**src/rtl/cvp_pkg.sv**
```systemverilog
package cvp_pkg;
   typedef enum logic [0:0] {
      HAND_IDLE  = 1'b0,
      HAND_SWEEP = 1'b1
   } hand_state_e;
endpackage

```
**src/rtl/cvp_ref_bits.sv**
```systemverilog
module cvp_ref_bits #(
   parameter int NUM_FRAMES = 8,
   parameter int IDX_W      = $clog2(NUM_FRAMES)
) (
   input  logic                  clk,
   input  logic                  rst_n,
   input  logic                  ref_valid,
   input  logic [IDX_W-1:0]      ref_idx,
   input  logic                  clr_en,
   input  logic [IDX_W-1:0]      clr_idx,
   input  logic                  set_en,
   input  logic [IDX_W-1:0]      set_idx,
   output logic [NUM_FRAMES-1:0] bits
);
   // Per-frame reference bit: a set (from a reference or an allocation) beats a clear.
   for (genvar g = 0; g < NUM_FRAMES; g++) begin : g_bit
      logic hit_set, hit_clr;
      assign hit_set = (ref_valid && ref_idx == IDX_W'(g)) || (set_en && set_idx == IDX_W'(g));
      assign hit_clr = clr_en && clr_idx == IDX_W'(g);
      always_ff @(posedge clk) begin
         if (!rst_n)       bits[g] <= 1'b0;
         else if (hit_set) bits[g] <= 1'b1;
         else if (hit_clr) bits[g] <= 1'b0;
      end
   end

   AST_REF_SETS: assert property (@(posedge clk) disable iff (!rst_n)
      ref_valid |=> bits[$past(ref_idx)]) else $error("reference did not set bit");
   AST_SWEEP_CLEARS: assert property (@(posedge clk) disable iff (!rst_n)
      (clr_en && !(ref_valid && ref_idx == clr_idx) && !(set_en && set_idx == clr_idx))
      |=> !bits[$past(clr_idx)]) else $error("sweep did not clear bit");
   AST_REF_WINS: assert property (@(posedge clk) disable iff (!rst_n)
      (clr_en && ref_valid && ref_idx == clr_idx) |=> bits[$past(clr_idx)])
      else $error("clear beat a reference");
endmodule

```
**src/rtl/cvp_occ_flags.sv**
```systemverilog
module cvp_occ_flags #(
   parameter int NUM_FRAMES = 8,
   parameter int IDX_W      = $clog2(NUM_FRAMES)
) (
   input  logic                  clk,
   input  logic                  rst_n,
   input  logic                  rel_valid,
   input  logic [IDX_W-1:0]      rel_idx,
   input  logic                  take_en,
   input  logic [IDX_W-1:0]      take_idx,
   output logic [NUM_FRAMES-1:0] occ,
   output logic                  any_free,
   output logic [IDX_W-1:0]      free_idx
);
   for (genvar g = 0; g < NUM_FRAMES; g++) begin : g_occ
      always_ff @(posedge clk) begin
         if (!rst_n)                                   occ[g] <= 1'b0;
         else if (take_en && take_idx == IDX_W'(g))    occ[g] <= 1'b1;
         else if (rel_valid && rel_idx == IDX_W'(g))   occ[g] <= 1'b0;
      end
   end

   // Lowest-index free frame.
   always_comb begin
      any_free = 1'b0;
      free_idx = '0;
      for (int i = NUM_FRAMES - 1; i >= 0; i--) begin
         if (!occ[i]) begin
            any_free = 1'b1;
            free_idx = IDX_W'(i);
         end
      end
   end

   AST_TAKE_FREE: assert property (@(posedge clk) disable iff (!rst_n)
      take_en |-> !occ[take_idx]) else $error("allocated an occupied frame");
   AST_REL_FREES: assert property (@(posedge clk) disable iff (!rst_n)
      (rel_valid && !(take_en && take_idx == rel_idx)) |=> !occ[$past(rel_idx)])
      else $error("release ignored");
endmodule

```
**src/rtl/cvp_hand.sv**
```systemverilog
module cvp_hand
   import cvp_pkg::*;
#(
   parameter int NUM_FRAMES = 8,
   parameter int IDX_W      = $clog2(NUM_FRAMES)
) (
   input  logic                  clk,
   input  logic                  rst_n,
   input  logic                  req_valid,
   input  logic                  any_free,
   input  logic [IDX_W-1:0]      free_idx,
   input  logic [NUM_FRAMES-1:0] bits,
   output logic                  busy,
   output logic                  done,
   output logic [IDX_W-1:0]      victim_idx,
   output logic                  victim_free,
   output logic                  clr_en,
   output logic [IDX_W-1:0]      clr_idx,
   output logic                  set_en,
   output logic [IDX_W-1:0]      set_idx,
   output logic                  take_en,
   output logic [IDX_W-1:0]      take_idx
);
   localparam logic [IDX_W-1:0] LAST_IDX = IDX_W'(NUM_FRAMES - 1);

   hand_state_e      state;
   logic [IDX_W-1:0] hand;
   logic [IDX_W-1:0] hand_nxt;
   logic             accept, sweeping, found;

   assign accept   = req_valid && state == HAND_IDLE;
   assign sweeping = state == HAND_SWEEP;
   assign found    = sweeping && !bits[hand];
   assign hand_nxt = (hand == LAST_IDX) ? '0 : hand + 1'b1;

   assign take_en  = accept && any_free;
   assign take_idx = free_idx;
   assign clr_en   = sweeping && bits[hand];
   assign clr_idx  = hand;
   assign set_en   = take_en || found;
   assign set_idx  = take_en ? free_idx : hand;
   assign busy     = sweeping;

   always_ff @(posedge clk) begin
      if (!rst_n) begin
         state       <= HAND_IDLE;
         hand        <= '0;
         done        <= 1'b0;
         victim_idx  <= '0;
         victim_free <= 1'b0;
      end else begin
         done <= take_en || found;
         if (take_en) begin
            victim_idx  <= free_idx;
            victim_free <= 1'b1;
         end else if (found) begin
            victim_idx  <= hand;
            victim_free <= 1'b0;
         end
         if (accept && !any_free) state <= HAND_SWEEP;
         else if (found)          state <= HAND_IDLE;
         if (sweeping) hand <= hand_nxt;
      end
   end

   AST_FREE_IMMEDIATE: assert property (@(posedge clk) disable iff (!rst_n)
      (accept && any_free) |=> (done && victim_free)) else $error("free path slow");
   AST_FREE_HOLDS_HAND: assert property (@(posedge clk) disable iff (!rst_n)
      (accept && any_free) |=> $stable(hand)) else $error("hand moved on free path");
   AST_FOUND_ENDS: assert property (@(posedge clk) disable iff (!rst_n)
      found |=> (!busy && done && !victim_free)) else $error("sweep did not end");
endmodule

```
**src/rtl/clock_victim_picker.sv**
```systemverilog
module clock_victim_picker #(
   parameter int NUM_FRAMES = 8,
   parameter int IDX_W      = $clog2(NUM_FRAMES)
) (
   input  logic             clk,
   input  logic             rst_n,
   input  logic             ref_valid,
   input  logic [IDX_W-1:0] ref_idx,
   input  logic             rel_valid,
   input  logic [IDX_W-1:0] rel_idx,
   input  logic             req_valid,
   output logic             busy,
   output logic             done,
   output logic [IDX_W-1:0] victim_idx,
   output logic             victim_free
);
   if (NUM_FRAMES < 2) begin : g_bad_frames
      $error("NUM_FRAMES must be at least 2");
   end
   if (IDX_W < $clog2(NUM_FRAMES)) begin : g_bad_width
      $error("IDX_W too narrow for NUM_FRAMES");
   end

   logic [NUM_FRAMES-1:0] bits, occ;
   logic                  any_free;
   logic [IDX_W-1:0]      free_idx;
   logic                  clr_en, set_en, take_en;
   logic [IDX_W-1:0]      clr_idx, set_idx, take_idx;

   cvp_ref_bits #(.NUM_FRAMES(NUM_FRAMES), .IDX_W(IDX_W)) u_bits (
      .clk(clk), .rst_n(rst_n), .ref_valid(ref_valid), .ref_idx(ref_idx),
      .clr_en(clr_en), .clr_idx(clr_idx), .set_en(set_en), .set_idx(set_idx),
      .bits(bits));

   cvp_occ_flags #(.NUM_FRAMES(NUM_FRAMES), .IDX_W(IDX_W)) u_occ (
      .clk(clk), .rst_n(rst_n), .rel_valid(rel_valid), .rel_idx(rel_idx),
      .take_en(take_en), .take_idx(take_idx), .occ(occ),
      .any_free(any_free), .free_idx(free_idx));

   cvp_hand #(.NUM_FRAMES(NUM_FRAMES), .IDX_W(IDX_W)) u_hand (
      .clk(clk), .rst_n(rst_n), .req_valid(req_valid), .any_free(any_free),
      .free_idx(free_idx), .bits(bits), .busy(busy), .done(done),
      .victim_idx(victim_idx), .victim_free(victim_free),
      .clr_en(clr_en), .clr_idx(clr_idx), .set_en(set_en), .set_idx(set_idx),
      .take_en(take_en), .take_idx(take_idx));

   AST_VICTIM_MARKED: assert property (@(posedge clk) disable iff (!rst_n)
      done |-> (bits[victim_idx] && occ[victim_idx])) else $error("victim not marked");
endmodule

```
**config.mk**
```make
export PLATFORM = sky130hd
export DESIGN_NAME = clock_victim_picker
export DESIGN_NICKNAME = d
export VERILOG_FILES = /design/src/rtl/cvp_pkg.sv /design/src/rtl/cvp_ref_bits.sv /design/src/rtl/cvp_occ_flags.sv /design/src/rtl/cvp_hand.sv /design/src/rtl/clock_victim_picker.sv
export SDC_FILE = /design/constraint.sdc
export NUM_CORES = 1
export LEC_CHECK = 0
export BUFFER_PORTS_ARGS = -buffer_cell sky130_fd_sc_hd__buf_2
export CORE_MARGIN = 3
export CORE_UTILIZATION = 57
export DETAILED_ROUTE_END_ITERATION = 12
export HOLD_SLACK_MARGIN = 0.05
export PLACE_DENSITY_LB_ADDON = 0.3
export RECOVER_POWER = 25
export SYNTH_ARGS = -nofsm -noshare
export SYNTH_HDL_FRONTEND = slang
export SYNTH_SLANG_ARGS = --single-unit
```
**constraint.sdc**
```tcl
create_clock -name clk -period 2.45 [get_ports clk]
set_clock_uncertainty 0.1 [all_clocks]
set_input_delay 0.245 -clock clk [delete_from_list [all_inputs] [get_ports clk]]
set_output_delay 0.245 -clock clk [all_outputs]
set_load 0.05 [all_outputs]
```
==> flow_summary.toml, run 1 <==
[setup_path]
worstPathArrival_ns = 2.23
startpoint_type = "flop"
cp_slowest_cell = "dfxtp_1"
slowest_delay_ns = 0.67
end_kind = "flop"
cp_data_required_time_ns = 2.56
reg2reg_setup_slack_ns = 0.33
critPathKind = "reg2reg"
crit_fanout = 13
crit_chain = "mux2_2, nor3_1, o41ai_4, mux2i_1, a21oi_1"

[route]
drt-pass1-iter-count = 4
wl_um = 3490
wl_met1_um = 1550
wl_met2_um = 1680
detail_route.wl_per_cell_um = 15.2
ant_nets = 0
highest_layer = "met4"
drc = 0
viasPerCell = 6.37
vias = 1466
wl_met3_um = 186
drt-initial-drc-count = 66

[timing]
max_slew_margin_pct = 59.8
setup_tns_ns = 0
drv_slew = 0
final-hold-violation-count = 0
fmax_ghz = 0.472
fin_ws_ns = 0.330
grt_setup_unrepaired = "no"
period_needed_ns = 2.12
worst_pin_slew_ns = 0.605
finalSetupViolations = 0
period_share_pct = 86.5

[global_route]
grt_max_degree = 16
grt_pass1_wl_um = 5910
grt-ovfl-total = 0
grtUsageTotal_pct = 22.5
antenna_found_initial = 0
grt_pass1_vias = 1331

[clock_tree]
clkSinkCount = 25
cts_tree = "built"
clk_latency_ns = 0.32
clk_path_buf_depth = 2
htree_levels = 1
numCtsBuffers = 3
root_buffer = "clkbuf_4"
hold_buffers = 0
cts_setup_buffers = 0
cts_resized = 0
path_clk_slew_ns = 0.15

[logic_synthesis]
synth_flop_cell = "dfxtp_1"
synth_fp_nets = 202
ys_ff_latch = 25
synth-edff-count = 0
postSynthAreaPerCell_sq_um = 8.14
ys_seq_area_share_pct = 33.2
syn_inst = 185
syn_area_sq_mm = 0.00151
yosysWarnings = 0
ys_async_sr_fraction_pct = 0
ys_types = 45

[floorplan]
dieArea_sq_mm = 0.00330
chipHeight_um = 57.4
fp.dieW_um = 57.4
start_util_pct = 60.3
num_io_pins = 17
core_sq_mm = 0.00250
rows = 18

[pwr]
p_per_area_mw_per_mm2 = 452
vdd_drop_max_uv = 366
leakage_nw = 0.643
p_total_w = 0.000735

[flow_run]
cap_viol_max_count = 0

[outcome]
status = "completed"

[layout]
final_nets = 218
postLayoutCellArea_sq_mm = 0.00163
fillCellCount = 223
area_growth_pct = 7.97
antennaDiodeCount = 0
instances_no_fill = 230
final_layout_size_suffix_gt1_share_pct = 12.5

[place]
io_buffers = 16
dp_hpwl_um = 2760
place_ws_ns = 0.364
place_area_sq_mm = 0.00161
globalplace.congestion = 0.955
dp_cells = 226

[hold_path]
hold_path_class = "in2reg"
## critical path: cells and delay by family, from the launching register on
kind	cells	cell delay (ns)
mux	2	0.59
flops	1	0.67
compound gates	2	0.26
simple gates	1	0.39
## report_power, final
group / switching (W) / internal, W / total (W)
Clock: 0.000126 / 0.0000623 / 0.000189
Sequential: 0.0000100 / 0.000422 / 0.000432
Combinational: 0.0000731 / 0.0000414 / 0.000114
## placed cells by master, fill, tap and decap left out, types with 3 or more instances in the layout
master    netlist  layout
a21oi_1        18      18
and3_1          3       3
a22oi_1         3       3
nand3_1         6       6
a211oi_1        4       4
clkbuf_4        0       3
nand2b_1        6       6
dfxtp_1        25      25
mux2i_1         4       4
inv_1           9       9
clkbuf_1        5       6
o21ai_0         7       7
and4b_1         3       3
nand4_1         5       5
nand2_1        15      15
ha_1            6       6
o22ai_1         5       5
a31oi_1         4       4
nor2_1         16      16
nor3_1          6       6
nor3b_1         3       3
buf_2           2      11
## synth_stat cells (2+ instances only)
cell type	instances	area [sq um]
and4b_1	3	30.0
and3_1	3	18.8
dfxtp_1	25	500
o31ai_1	2	15.0
a2bb2oi_1	2	17.5
nor2b_1	2	12.5
o21ai_0	7	35.0
a31oi_1	4	25.0
and2_4	2	17.5
nor2_1	16	60.1
mux2i_1	4	40.0
a21oi_1	18	90.1
buf_2	2	10.0
a22oi_1	3	22.5
o31a_1	2	17.5
ha_1	6	75.1
o22ai_1	5	31.3
nand2_1	15	56.3
nand3_1	6	30.0
nand2b_1	6	37.5
nor3b_1	3	22.5
clkbuf_1	5	18.8
a211oi_1	4	30.0
nand4_1	5	31.3
o211a_1	2	20.0
nor3_1	6	30.0
inv_1	9	33.8
## layer usage
metal	track usage, %	up-vias
met5	0	-
met4	8.28	0
met3	3.85	11
met2	36.9	51
met1	29.4	689
li1	-	715
## final timing paths
| kind | end | startpoint | depth (start not counted) |
|---|---|---|---|
| setup / recovery | u_hand.victim_idx[0]$_SDFFE_PN0P_ | u_hand.clr_idx[0]$_SDFFE_PN0P_ | 5 |
| hold / removal | u_hand.victim_idx[1]$_SDFFE_PN0P_ | rst_n | 3 |
| setup reg to reg | u_hand.victim_idx[0]$_SDFFE_PN0P_ | u_hand.clr_idx[0]$_SDFFE_PN0P_ | 5 |
| hold reg to reg | u_hand.victim_free$_SDFFE_PN0P_ | u_hand.victim_free$_SDFFE_PN0P_ | 2 |
## through the flow
stage,hold slack (ns),utilization (%)
after floorplan,0.356,-
after global placement,0.386,64.3
after detailed placement,0.379,64.3
after CTS,0.134,65.5
after global routing,0.134,65.1
final,0.136,65.1
## registers in the layout, indices dropped and copies added (netlist names)
signal              flops
u_bits.bits             8
u_hand.victim_free      1
u_hand.victim_idx       3
u_hand.busy             1
u_occ.occ               8
u_hand.done             1
u_hand.clr_idx          3
## area by class of cell
class                   instances  area [sq um]  share of cell area [%]
clock buffers                   3          22.5                    1.38
clock inverters                 1          7.51                   0.462
inverters                       9          33.8                    2.08
multi-input cells             143           932                    57.3
flip-flops and latches         25           500                    30.8
well taps                      30          37.5                    2.31
repair buffers                 19          92.6                    5.69
## kinds of logic (layout without fill, tap and decap cells)
kind of cell,Yosys count,in the layout,synth area share (%)
AO/OA/AOI/OAI,59,59,27.0
multiplexers,6,6,4.40
adder cells (fa/ha/maj),6,6,4.98
buffers and inverters,17,32,4.90
AND/OR/NAND/NOR,72,72,25.5
flip-flops,25,25,33.2
Note: power is estimated with default switching activity, not from simulation.
==> run 2, diff against run 1 <==
ABC_AREA = 1   (was unset)
==> flow_summary.toml, run 2 <==
[logic_synthesis]
yosysTopAreaCell = "dfxtp_1"
postSynthAreaPerCell_sq_um = 6.16
ys_types = 25
synth-edff-count = 0
syn_area_sq_mm = 0.00152
synth_common_cells = "nand2_1 (91), nor2_1 (47), dfxtp_1 (25), inv_1 (25), a21oi_1 (16)"
synth_fp_nets = 264
synth_flop_cell = "dfxtp_1"
yosysTopAreaCellShare_pct = 32.9
syn_inst = 247
ys_ff_latch = 25
ys_async_sr_fraction_pct = 0
synthTopCellsByArea = "dfxtp_1 (33%), nand2_1 (22%), nor2_1 (12%)"
yosysWarnings = 0
ys_seq_area_share_pct = 32.9
synth.most_common_cell = "nand2_1"

[timing]
fin_hold_ws_ns = 0.0779
period_needed_ns = 1.87
fmax_ghz = 0.535
max_slew_margin_pct = 55.6
finalSetupViolations = 0
drv_slew = 0
grt_setup_unrepaired = "no"
setup_tns_ns = 0
final-hold-violation-count = 0
period_share_pct = 76.3
worst_pin_slew_ns = 0.665

[route]
vias = 1467
drc = 0
wl_um = 3170
detail_route.wl_per_cell_um = 10.8
drt-initial-drc-count = 69
ant_nets = 0
viasPerCell = 5.01
drt-pass1-iter-count = 4

[floorplan]
dieArea_sq_mm = 0.00333
start_util_pct = 60.9
fp.dieW_um = 57.7
rows = 18
num_io_pins = 17
core_sq_mm = 0.00250
chipHeight_um = 57.7

[place]
globalplace.congestion = 0.937
dp_cells = 289
place_area_sq_mm = 0.00162
io_buffers = 16
dp_hpwl_um = 2530

[setup_path]
end_kind = "flop"
critPathKind = "reg2reg"
cp_data_required_time_ns = 2.61
worstPathArrival_ns = 2.03
crit_fanout = 8
startpoint_type = "flop"

[outcome]
status = "completed"

[clock_tree]
clk_path_buf_depth = 2
cts_tree = "built"
path_clk_slew_ns = 0.14
root_buffer = "clkbuf_4"
clkSinkCount = 25
numCtsBuffers = 3
clk_latency_ns = 0.32
cts_resized = 0
hold_buffers = 0
htree_levels = 1
cts_setup_buffers = 0

[pwr]
p_total_w = 0.000735
p_sw_share_pct = 29.4
vdd_drop_max_uv = 290
power.switching_w = 0.000216
intPower_w = 0.000519
comb_power_share_pct = 15.5
leakage_nw = 0.743
seqPwrFrac_pct = 58.7
p_per_area_mw_per_mm2 = 451
power_frac_clock_pct = 25.8

[flow_run]
cap_viol_max_count = 0

[global_route]
grt-ovfl-total = 0
grtUsageTotal_pct = 20.9
antenna_found_initial = 0
grt_pass1_wl_um = 5520
grt_max_degree = 22
grt_pass1_vias = 1274

[layout]
most-common-layout-cells = "nand2_1 (92), nor2_1 (47), inv_1 (25), dfxtp_1 (25), a21oi_1 (16)"
final_layout_size_suffix_gt1_share_pct = 11.0
antennaDiodeCount = 0
area_growth_pct = 7.15
postLayoutCellArea_sq_mm = 0.00163
mostFrequentLayoutCell = "nand2_1"
instances_no_fill = 293
reg_top3 = "u_bits.bits: 8 flops, u_occ.occ: 8 flops"
final_nets = 281

[hold_path]
hold_path_class = "in2reg"
-- run 2: power by group through the flow --
stage	clock, W	combinational [W]	sequential, W
after floorplan	0	0.0000704	0.000454
after global placement	0	0.000116	0.000440
after detailed placement	0	0.000117	0.000440
after CTS	0.000194	0.000118	0.000431
after global routing	0.000215	0.000131	0.000433
final	0.000190	0.000114	0.000431
-- run 2: cells by family after synthesis --
family / after synthesis / synth area share [%]
AO/OA/AOI/OAI: 28 / 10.9
adder cells (fa/ha/maj): 6 / 4.93
buffers and inverters: 32 / 8.96
flip-flops: 25 / 32.9
AND/OR/NAND/NOR: 156 / 42.3
-- run 2: worst paths after layout --
check	start	endpoint	slack, ns	cells after the start
min reg2reg	u_hand.victim_idx[2]$_SDFFE_PN0P_	u_hand.victim_idx[2]$_SDFFE_PN0P_	0.38	2
max	u_hand.busy$_SDFFE_PN0P_	u_bits.bits[7]$_SDFFE_PN0P_	0.58	10
min	rst_n	u_hand.busy$_SDFFE_PN0P_	0.08	2
max reg2reg	u_hand.busy$_SDFFE_PN0P_	u_bits.bits[7]$_SDFFE_PN0P_	0.58	10
-- run 2: worst max-delay path: stages (launching register included) --
cell	delay (ns)
dfxtp_1	0.50
clkinvlp_2	0.26
nand2_1	0.23
a21oi_4	0.09
inv_4	0.10
nand2_1	0.08
nand2_1	0.14
nand2_1	0.07
nor2_1	0.13
nor2_1	0.05
nor2_1	0.07
-- run 2: cell type report --
type                    count  area, sq um
clock buffers               3         22.5
clock inverters             1         7.51
fillers                   254          868
inverters                  28          111
multi-input cells         190          878
flip-flops and latches     25          500
well taps                  30         37.5
repair buffers             16         73.8
-- run 2: metrics by stage --
| stage | utilization (%) | setup WS, ns |
|---|---|---|
| 2_1_floorplan | - | 0.769 |
| 3_3_place_gp | 64.7 | 0.651 |
| 3_5_place_dp | 64.7 | 0.641 |
| 4_1_cts | 65.9 | 0.605 |
| 5_1_grt | 65.3 | 0.339 |
| 6_report | 65.3 | 0.582 |
-- run 2: routing by layer --
| metal | global-route usage (%) | share of wire (%) | vias to the layer above |
|---|---|---|---|
| met5 | 0 | 0 | - |
| met4 | 6.29 | 1.2 | 0 |
| met3 | 3.12 | 4.6 | 6 |
| met2 | 33.5 | 45 | 34 |
| met1 | 29.2 | 49 | 633 |
| li1 | - | - | 794 |
